[config.mk]
export PLATFORM = sky130hd
export DESIGN_NAME = dma_req_router
export DESIGN_NICKNAME = d
export VERILOG_FILES = /design/src/rtl/dmar_pkg.sv /design/src/rtl/dmar_map_regs.sv /design/src/rtl/dmar_route.sv /design/src/rtl/dmar_irq_sum.sv /design/src/rtl/dma_req_router.sv
export SDC_FILE = /design/constraint.sdc
export NUM_CORES = 1
export LEC_CHECK = 0
export ABC_AREA = 0
export BUFFER_PORTS_ARGS = -buffer_cell sky130_fd_sc_hd__buf_2
export CAP_MARGIN = 40
export CORE_ASPECT_RATIO = 0.75
export CORE_MARGIN = 8
export CORE_UTILIZATION = 25
export DETAILED_ROUTE_END_ITERATION = 8
export PLACE_DENSITY_LB_ADDON = 0.08
export SYNTH_ARGS = -nofsm -noshare
export SYNTH_HDL_FRONTEND = slang
export SYNTH_HIERARCHICAL = 1
export SYNTH_SLANG_ARGS = --single-unit
[constraint.sdc]
create_clock -name clk -period 2.8 [get_ports clk]
set_input_delay 0.42 -clock clk [delete_from_list [all_inputs] [get_ports clk]]
set_output_delay 0.42 -clock clk [all_outputs]
set_load 0.02 [all_outputs]
[src/rtl/dmar_pkg.sv]
package dmar_pkg;
  // position of the valid flag inside a mapping word; channel field sits at the bottom
  localparam int MAP_VALID_POS = 7;

  typedef enum logic [1:0] {
    RSEL_NONE,
    RSEL_MAP,
    RSEL_SUM
  } rsel_e;
endpackage

[src/rtl/dmar_map_regs.sv]
module dmar_map_regs #(
  parameter int N_REQ  = 40,
  parameter int CH_W   = 4,
  parameter int ADDR_W = 7,
  parameter int DATA_W = 32
) (
  input  logic                          clk,
  input  logic                          rst,
  input  logic                          wr_en,
  input  logic [ADDR_W-1:0]             addr,
  input  logic [DATA_W-1:0]             wdata,
  output logic [N_REQ-1:0]              map_valid,
  output logic [N_REQ-1:0][CH_W-1:0]    map_chan
);
  import dmar_pkg::*;

  localparam int IDX_W = $clog2(N_REQ);

  logic             hit;
  logic [IDX_W-1:0] idx;

  assign hit = wr_en && (32'(addr) < N_REQ);
  assign idx = addr[IDX_W-1:0];

  always_ff @(posedge clk) begin
    if (rst) begin
      map_valid <= '0;
      map_chan  <= '0;
    end else if (hit) begin
      map_valid[idx] <= wdata[MAP_VALID_POS];
      map_chan[idx]  <= wdata[CH_W-1:0];
    end
  end
endmodule

[src/rtl/dmar_route.sv]
module dmar_route #(
  parameter int N_REQ  = 40,
  parameter int N_CHAN = 16,
  parameter int CH_W   = 4
) (
  input  logic                       clk,
  input  logic                       rst,
  input  logic [N_REQ-1:0]           req_in,
  input  logic [N_REQ-1:0]           map_valid,
  input  logic [N_REQ-1:0][CH_W-1:0] map_chan,
  output logic [N_CHAN-1:0]          chan_req
);
  logic [N_CHAN-1:0] chan_hit;

  for (genvar c = 0; c < N_CHAN; c++) begin : g_chan
    logic [N_REQ-1:0] sel;
    for (genvar i = 0; i < N_REQ; i++) begin : g_line
      assign sel[i] = req_in[i] && map_valid[i] && (map_chan[i] == CH_W'(c));
    end
    assign chan_hit[c] = |sel;
  end

  always_ff @(posedge clk) begin
    if (rst) chan_req <= '0;
    else     chan_req <= chan_hit;
  end
endmodule

[src/rtl/dmar_irq_sum.sv]
module dmar_irq_sum #(
  parameter int N_CHAN = 16,
  parameter int DATA_W = 32
) (
  input  logic              clk,
  input  logic              rst,
  input  logic [N_CHAN-1:0] irq_in,
  output logic [DATA_W-1:0] sum_word,
  output logic              irq_out
);
  assign sum_word = DATA_W'(irq_in);

  always_ff @(posedge clk) begin
    if (rst) irq_out <= 1'b0;
    else     irq_out <= |irq_in;
  end
endmodule

[src/rtl/dma_req_router.sv]
module dma_req_router #(
  parameter int N_REQ   = 40,
  parameter int N_CHAN  = 16,
  parameter int ADDR_W  = 7,
  parameter int DATA_W  = 32,
  parameter int SUM_IDX = 64
) (
  input  logic              clk,
  input  logic              rst,
  input  logic              wr_en,
  input  logic              rd_en,
  input  logic [ADDR_W-1:0] addr,
  input  logic [DATA_W-1:0] wdata,
  output logic [DATA_W-1:0] rdata,
  input  logic [N_REQ-1:0]  req_in,
  output logic [N_CHAN-1:0] chan_req,
  input  logic [N_CHAN-1:0] irq_in,
  output logic              irq_out
);
  import dmar_pkg::*;

  localparam int CH_W  = $clog2(N_CHAN);
  localparam int IDX_W = $clog2(N_REQ);

  logic [N_REQ-1:0]           map_valid;
  logic [N_REQ-1:0][CH_W-1:0] map_chan;
  logic [DATA_W-1:0]          sum_word;
  rsel_e                      rsel;
  logic [IDX_W-1:0]           ridx;
  logic [DATA_W-1:0]          map_word;

  dmar_map_regs #(.N_REQ(N_REQ), .CH_W(CH_W), .ADDR_W(ADDR_W), .DATA_W(DATA_W)) u_map (
    .clk(clk), .rst(rst), .wr_en(wr_en), .addr(addr), .wdata(wdata),
    .map_valid(map_valid), .map_chan(map_chan)
  );

  dmar_route #(.N_REQ(N_REQ), .N_CHAN(N_CHAN), .CH_W(CH_W)) u_route (
    .clk(clk), .rst(rst), .req_in(req_in), .map_valid(map_valid),
    .map_chan(map_chan), .chan_req(chan_req)
  );

  dmar_irq_sum #(.N_CHAN(N_CHAN), .DATA_W(DATA_W)) u_irq (
    .clk(clk), .rst(rst), .irq_in(irq_in), .sum_word(sum_word), .irq_out(irq_out)
  );

  // read decode
  always_comb begin
    if (32'(addr) < N_REQ)        rsel = RSEL_MAP;
    else if (32'(addr) == SUM_IDX) rsel = RSEL_SUM;
    else                           rsel = RSEL_NONE;
  end

  assign ridx = addr[IDX_W-1:0];

  always_comb begin
    map_word = '0;
    if (rsel == RSEL_MAP) begin
      map_word[MAP_VALID_POS] = map_valid[ridx];
      map_word[CH_W-1:0]      = map_chan[ridx];
    end
  end

  always_ff @(posedge clk) begin
    if (rst) begin
      rdata <= '0;
    end else if (rd_en) begin
      case (rsel)
        RSEL_MAP: rdata <= map_word;
        RSEL_SUM: rdata <= sum_word;
        default:  rdata <= '0;
      endcase
    end
  end
endmodule

==> impl_metrics.ini, run 1 <==
[global_routing]
grt-busiest-layer = met1
grt_first_pass_wirelength_um = 189000
globalRouteMet3Util = 0.111
grtUsageMet1 = 0.502
gr-usage-met2 = 0.464
global_route.overflow_total = 0
first_global_vias = 19700
grt_start_max_net_pins = 47
grt_use_total = 0.347
initial_antenna_violation_count = 19

[clock_network]
clkLatencyLatePin_ns = 0.64
tritoncts = done
cts-htree-levels = 1
clock-sinks = 249
number_of_buffers_inserted_by_hold_repair_at_cts = 0
numCtsBuffers = 29
clk_pin_slew_worst_paths_ns = 0.07
clockBufferDepth = 3
clk_root_buf = clkbuf_16

[routing]
drt-wirelength-per-cell_um = 41.7
finalWirelength_um = 145000
routed-via-count = 21700
detailed_route_iter0_violations = 3346
via_density = 6.23
postRouteAntennaNets = 0
drc = 0
first_pass_iters = 6

[synthesis]
ys_ff_latch = 249
synthMuxAreaShare = 0.170
dominantRegCellSynth = dfxtp_1
synth_simple_gate_area_frac = 0.382
yosysUniqueCellTypes = 78
warnings_synthesis = 6
top_cells_by_count_synth = 316 x nand2b_1, 249 x dfxtp_1, 205 x mux2i_1, 179 x o22ai_1, 140 x nor3_1
synth-seq-area-share = 0.280
postSynthAreaPerCell_sq_um = 8.59
yosys.area_share.xor_xnor = 0
number_of_synthesized_flops_with_an_enable_pin = 0
yosys.cell_count.top_type = nand2b_1
yosys-top-cells-area = dfxtp_1 28%, mux2i_1 12%, nand2b_1 11%
synthAdderAreaFrac = 0
syn-instance-count = 2072
synth_top_area_share = 0.280
async_flop_share = 0
synth_top_family_by_area = simple AND/OR/NAND/NOR gates
synth-compound-area-share = 0.122
synth_area_leader_cell = dfxtp_1
summed_instance_area_of_the_synthesized_netlist_sq_um = 17800

[floorplanning]
floorplan.die_area_sq_um = 80100
initial_utilization = 0.253
die_height_um = 247
floorplan.rows = 84
die_width_um = 324
placeable_area_sq_um = 70300
io_pins = 148

[sta]
setup-violations-final = 0
skew_ns = 0.0276
setup_slack_ns = 0.0310
least_margin_pin_slew_ns = 0.925
final_count_of_pins_violating_max_slew = 0
relSlewSlack = 0.378
post-route-period-util = 0.989
min_period_ns = 2.77
max_clock_freq_mhz = 361
finalHoldViolations = 0
grt_setup_unrepaired = false
totalNegativeSetupSlack_ns = 0

[power]
power.density_nw_per_um2 = 359
vdd.ir_drop.worst_mv = 0.437
static-leakage-power_nw = 9.36

[critical_path]
r2r_start = u_map/map_chan[33]$_SDFFE_PP0P_
cp-startpoint = u_map/map_chan[33]$_SDFFE_PP0P_
worst_ep_required_time_ns = 3.25
wp_data_arrival_ns = 3.22
worst-r2r-setup-slack_ns = 0.03
critPathCaptureType = flop
setup.worst_path.class = reg -> reg
critical_path.startpoint_type = flop
critical_path_peak_fanout = 7

[min_path]
hold_path_startpoint = irq_in[8]
min-delay-path-class = in -> reg

[finish]
layout-drive-gt1-share = 0.276
finish.net_count = 2609
area_growth_synth_to_finish_pct = 30.4

[placement]
hpwlAfterDp_um = 121000
portBuffers = 120
detailedPlace.worstSlack_ns = -0.192
routabilityCongestion = 1.06

[job]
max_cap_violations = 0

[run_status]
run_status = complete, no violations
cells by family (layout without fill, tap and decap cells):
kind of cell	after synthesis	after routing
buffers and inverters	153	599
AND/OR/NAND/NOR	1083	1083
multiplexers	267	267
other	1	21
AO/OA/AOI/OAI	319	319
flip-flops	249	249
through the flow:
step                      hold WS [ns]  utilization  total power [mW]  cell area (sq um)  cells
after floorplan                  0.459            -              4.03              17900   2087
after global placement           0.453        0.315              4.37              22100   3416
after detailed placement         0.457        0.316              4.38              22200   3424
after CTS                       0.0362        0.330              8.42              23200   3478
after global routing            0.0690        0.330              8.58              23200   3479
final                           0.0642        0.330              8.33              23200   3484
report_power, final:
| group | internal (mW) | switching [mW] | leakage [nW] |
|---|---|---|---|
| Clock | 2.28 | 1.74 | 0.488 |
| Combinational | 0.262 | 0.478 | 6.86 |
| Sequential | 3.55 | 0.0170 | 2.01 |
| Total | 6.09 | 2.24 | 9.36 |
final timing paths:
path,depth (start not counted),end
max,6,u_route/chan_req[5]$_SDFF_PP0_
min,3,rdata[8]$_SDFFE_PP0P_
max reg2reg,6,u_route/chan_req[5]$_SDFF_PP0_
min reg2reg,2,rdata[27]$_SDFFE_PP0P_
metal layers:
layer | vias up | share of wire | wire (um)
met1 | 11100 | 0.46 | 66500
met5 | - | 0.00096 | 140
met3 | 266 | 0.11 | 16000
li1 | 8917 | - | -
met4 | 16 | 0.051 | 7400
met2 | 1370 | 0.38 | 55100
cells in the final DEF, fill, tap and decap left out, drive strengths merged, types with 7 or more instances in the layout:
master     n
clkinv     8
inv       10
a31oi      7
nor2      70
buf      535
nor3     141
nand4     52
or3       10
nor2b     43
o22ai    179
nor4b     21
o41ai      7
a21oi     28
nand3     64
a2111oi   10
o32ai     16
mux2i    205
nor4     125
nand2b   316
nand4b    83
a41oi      8
clkbuf    42
dfxtp    249
or4       15
and4      10
nand2     79
mux2      38
nor4bb    15
conb      16
mux4      24
a211oi    20
area by class of cell:
class	instances	area, sq um
Clock inverter	13	136
Antenna cell	5	12.5
Inverter	8	30.0
Sequential cell	249	4980
Multi-Input combinational cell	1685	12100
Clock buffer	41	841
Tap cell	946	1180
Timing Repair Buffer	537	3910
Fill cell	7472	47100
sequential cells by signal (all words and copies together) (netlist names):
register / cells
u_route/chan_req: 16
u_irq/irq_out: 1
u_map/map_valid: 40
u_map/map_chan: 160
rdata: 32
worst max-delay path, stage by stage, from the launching register on:
cell	delay, ns
dfxtp_1	0.56
nand2b_1	0.50
o22ai_1	0.13
or4_1	0.56
nor4_2	0.47
buf_4	0.21
a41oi_1	0.15
what timing repair did:
action                                 in CTS  in global routing
resized for setup                           0                  1
setup endpoints to repair                   0                  1
endpoints found under the hold margin       0                  0
setup buffers                               0                  0
(Power assumes the default switching activity.)
==> run 2: changes to the inputs <==
--- a/config.mk
+++ b/config.mk
@@ -9,7 +9,6 @@
 export BUFFER_PORTS_ARGS = -buffer_cell sky130_fd_sc_hd__buf_2
 export CAP_MARGIN = 40
 export CORE_ASPECT_RATIO = 0.75
-export CORE_MARGIN = 8
 export CORE_UTILIZATION = 25
 export DETAILED_ROUTE_END_ITERATION = 8
 export PLACE_DENSITY_LB_ADDON = 0.08
==> impl_metrics.ini, run 2 (synthesis results as in run 1) <==
[global_routing]
grt-busiest-layer = met1
global_route.overflow_total = 0
grt_use_total = 0.390
grt_first_pass_wirelength_um = 186000
grtUsageMet1 = 0.584
first_global_vias = 19100
initial_antenna_violation_count = 11
gr-usage-met2 = 0.529
grt_start_max_net_pins = 46
globalRouteMet3Util = 0.0984

[sta]
setup-violations-final = 2
post-route-period-util = 1.01
least_margin_pin_slew_ns = 0.958
min_period_ns = 2.83
grt_setup_unrepaired = false
final_count_of_pins_violating_max_slew = 0
totalNegativeSetupSlack_ns = -0.0466
max_clock_freq_mhz = 353
relSlewSlack = 0.357
finalHoldViolations = 0
setup_slack_ns = -0.0296
skew_ns = 0.0269

[finish]
finish.utilization = 0.329
fillCellCount = 7548
most_flop_heavy_register = u_map/map_chan
layout.cells.most_common = buf_4
largest_registers = u_map/map_chan: 160 flops, u_map/map_valid: 40 flops, rdata: 32 flops
finish.net_count = 2598
area_growth_synth_to_finish_pct = 30.0
layout-drive-gt1-share = 0.273
largest_register_ff_count = 160
commonest_non_fill_non_tap_cells_in_the_layout = 386 x buf_4, 311 x nand2b_1, 249 x dfxtp_1

[routing]
finalWirelength_um = 145000
detailed_route_iter0_violations = 3317
drt-wirelength-per-cell_um = 41.7
first_pass_iters = 6
postRouteAntennaNets = 0
routed-via-count = 21400
drc = 0
via_density = 6.17

[floorplanning]
initial_utilization = 0.253
die_width_um = 310
placeable_area_sq_um = 70300
floorplan.rows = 84
die_height_um = 233
io_pins = 148
floorplan.die_area_sq_um = 72300

[critical_path]
wp_data_arrival_ns = 3.40
worst_ep_required_time_ns = 3.37
cp_cell_sequence = nand4b_1, nor3_1, or4_1, nor4_1, buf_4, a31oi_1, buf_4
crit_family = simple AND/OR/NAND/NOR gates
critical_path.max_stage_delay_ns = 0.71
timing.critical_path.mode_cell = buf_4
worst-r2r-setup-slack_ns = -0.03
crit_slowest_cell = nor3_1
reg2reg_depth = 7
critical_path.startpoint_type = flop
r2r_start = u_map/map_chan[146]$_SDFFE_PP0P_
crit_reg_reg_endpoint = u_route/chan_req[4]$_SDFF_PP0_
critical_path_peak_fanout = 9
cp.buffers_inverters = 2
critPathCaptureType = flop
setup.worst_path.class = reg -> reg

[clock_network]
clockBufferDepth = 3
clock-sinks = 249
clkLatencyLatePin_ns = 0.65
clk_pin_slew_worst_paths_ns = 0.06
post_cts.repair.setup_buffers = 0
number_of_buffers_inserted_by_hold_repair_at_cts = 0
post_cts_sizing_count = 0
tritoncts = done
clk_root_buf = clkbuf_16
numCtsBuffers = 30
cts-htree-levels = 1

[power]
power.density_nw_per_um2 = 368
vdd.ir_drop.worst_mv = 0.414
static-leakage-power_nw = 9.32
p_total_mw = 8.52

[placement]
portBuffers = 120
routabilityCongestion = 1.05
hpwlAfterDp_um = 121000

[min_path]
worst_hold_path_stage_count = 3
min-delay-path-class = in -> reg
worst_hold_path_ep = rdata[8]$_SDFFE_PP0P_
hold_path_startpoint = irq_in[8]

[run_status]
violations = negative setup slack
run_status = finished with violations

[job]
max_cap_violations = 0
[run 2: cell types whose count changed in the layout (fill, tap and decap cells not counted), moves of 2 or more]
cell and delta:
buf_4 -11, a2111oi_0 +3, a2111oi_1 -3, clkinv_4 +3
buf_12 -2, clkbuf_1 -2, clkbuf_8 -2, diode_2 +2
[run 2: cell type report]
type / instances / area (sq um) / area share
antenna: 7 / 17.5 / 0.000757
clock buffer: 38 / 831 / 0.0359
clock inverter: 17 / 199 / 0.00860
inverter: 8 / 30.0 / 0.00130
multi-input combinational: 1685 / 12100 / 0.523
sequential: 249 / 4980 / 0.215
tap: 946 / 1180 / 0.0512
timing repair buffer: 525 / 3790 / 0.164
[run 2: per-layer routing]
| metal | part of all wire | vias up |
|---|---|---|
| li1 | - | 8889 |
| met1 | 0.47 | 11000 |
| met2 | 0.39 | 1363 |
| met3 | 0.10 | 207 |
| met4 | 0.039 | 4 |
| met5 | 0.00019 | - |
[run 2: through the flow]
step / setup slack [ns] / std cells / instance area, sq um / hold WS, ns
after floorplan: 0.836 / 2087 / 17900 / 0.459
after global routing: 0.0249 / 3468 / 23100 / 0.0484
after global placement: -0.163 / 3404 / 22000 / 0.454
final: -0.0296 / 3475 / 23100 / 0.0600
after detailed placement: -0.148 / 3413 / 22100 / 0.458
after CTS: 0.0107 / 3468 / 23100 / 0.0178
[run 2: worst max path at each step]
stage	end	start	depth (start not counted)	slack, ns
3_5_place_dp	rdata[1]$_SDFFE_PP0P_	addr[0]	8	-0.15
4_1_cts	u_route/chan_req[5]$_SDFF_PP0_	u_map/map_chan[17]$_SDFFE_PP0P_	6	0.01
5_1_grt	u_route/chan_req[4]$_SDFF_PP0_	u_map/map_chan[146]$_SDFFE_PP0P_	7	0.02
2_1_floorplan	u_route/chan_req[12]$_SDFF_PP0_	req_in[20]	5	0.84
3_3_place_gp	u_route/chan_req[8]$_SDFF_PP0_	req_in[10]	10	-0.16
6_report	u_route/chan_req[4]$_SDFF_PP0_	u_map/map_chan[146]$_SDFFE_PP0P_	7	-0.03
[run 2: report_power, final]
part	internal (mW)	switching, mW	leakage, nW
Clock	2.38	1.83	0.511
Combinational	0.258	0.470	6.80
Sequential	3.55	0.0193	2.01
[run 2: worst register-to-register path, stage by stage (launching register included)]
cell	delay [ns]
dfxtp_1	0.56
nand4b_1	0.24
nor3_1	0.71
or4_1	0.33
nor4_1	0.09
buf_4	0.18
a31oi_1	0.47
buf_4	0.20
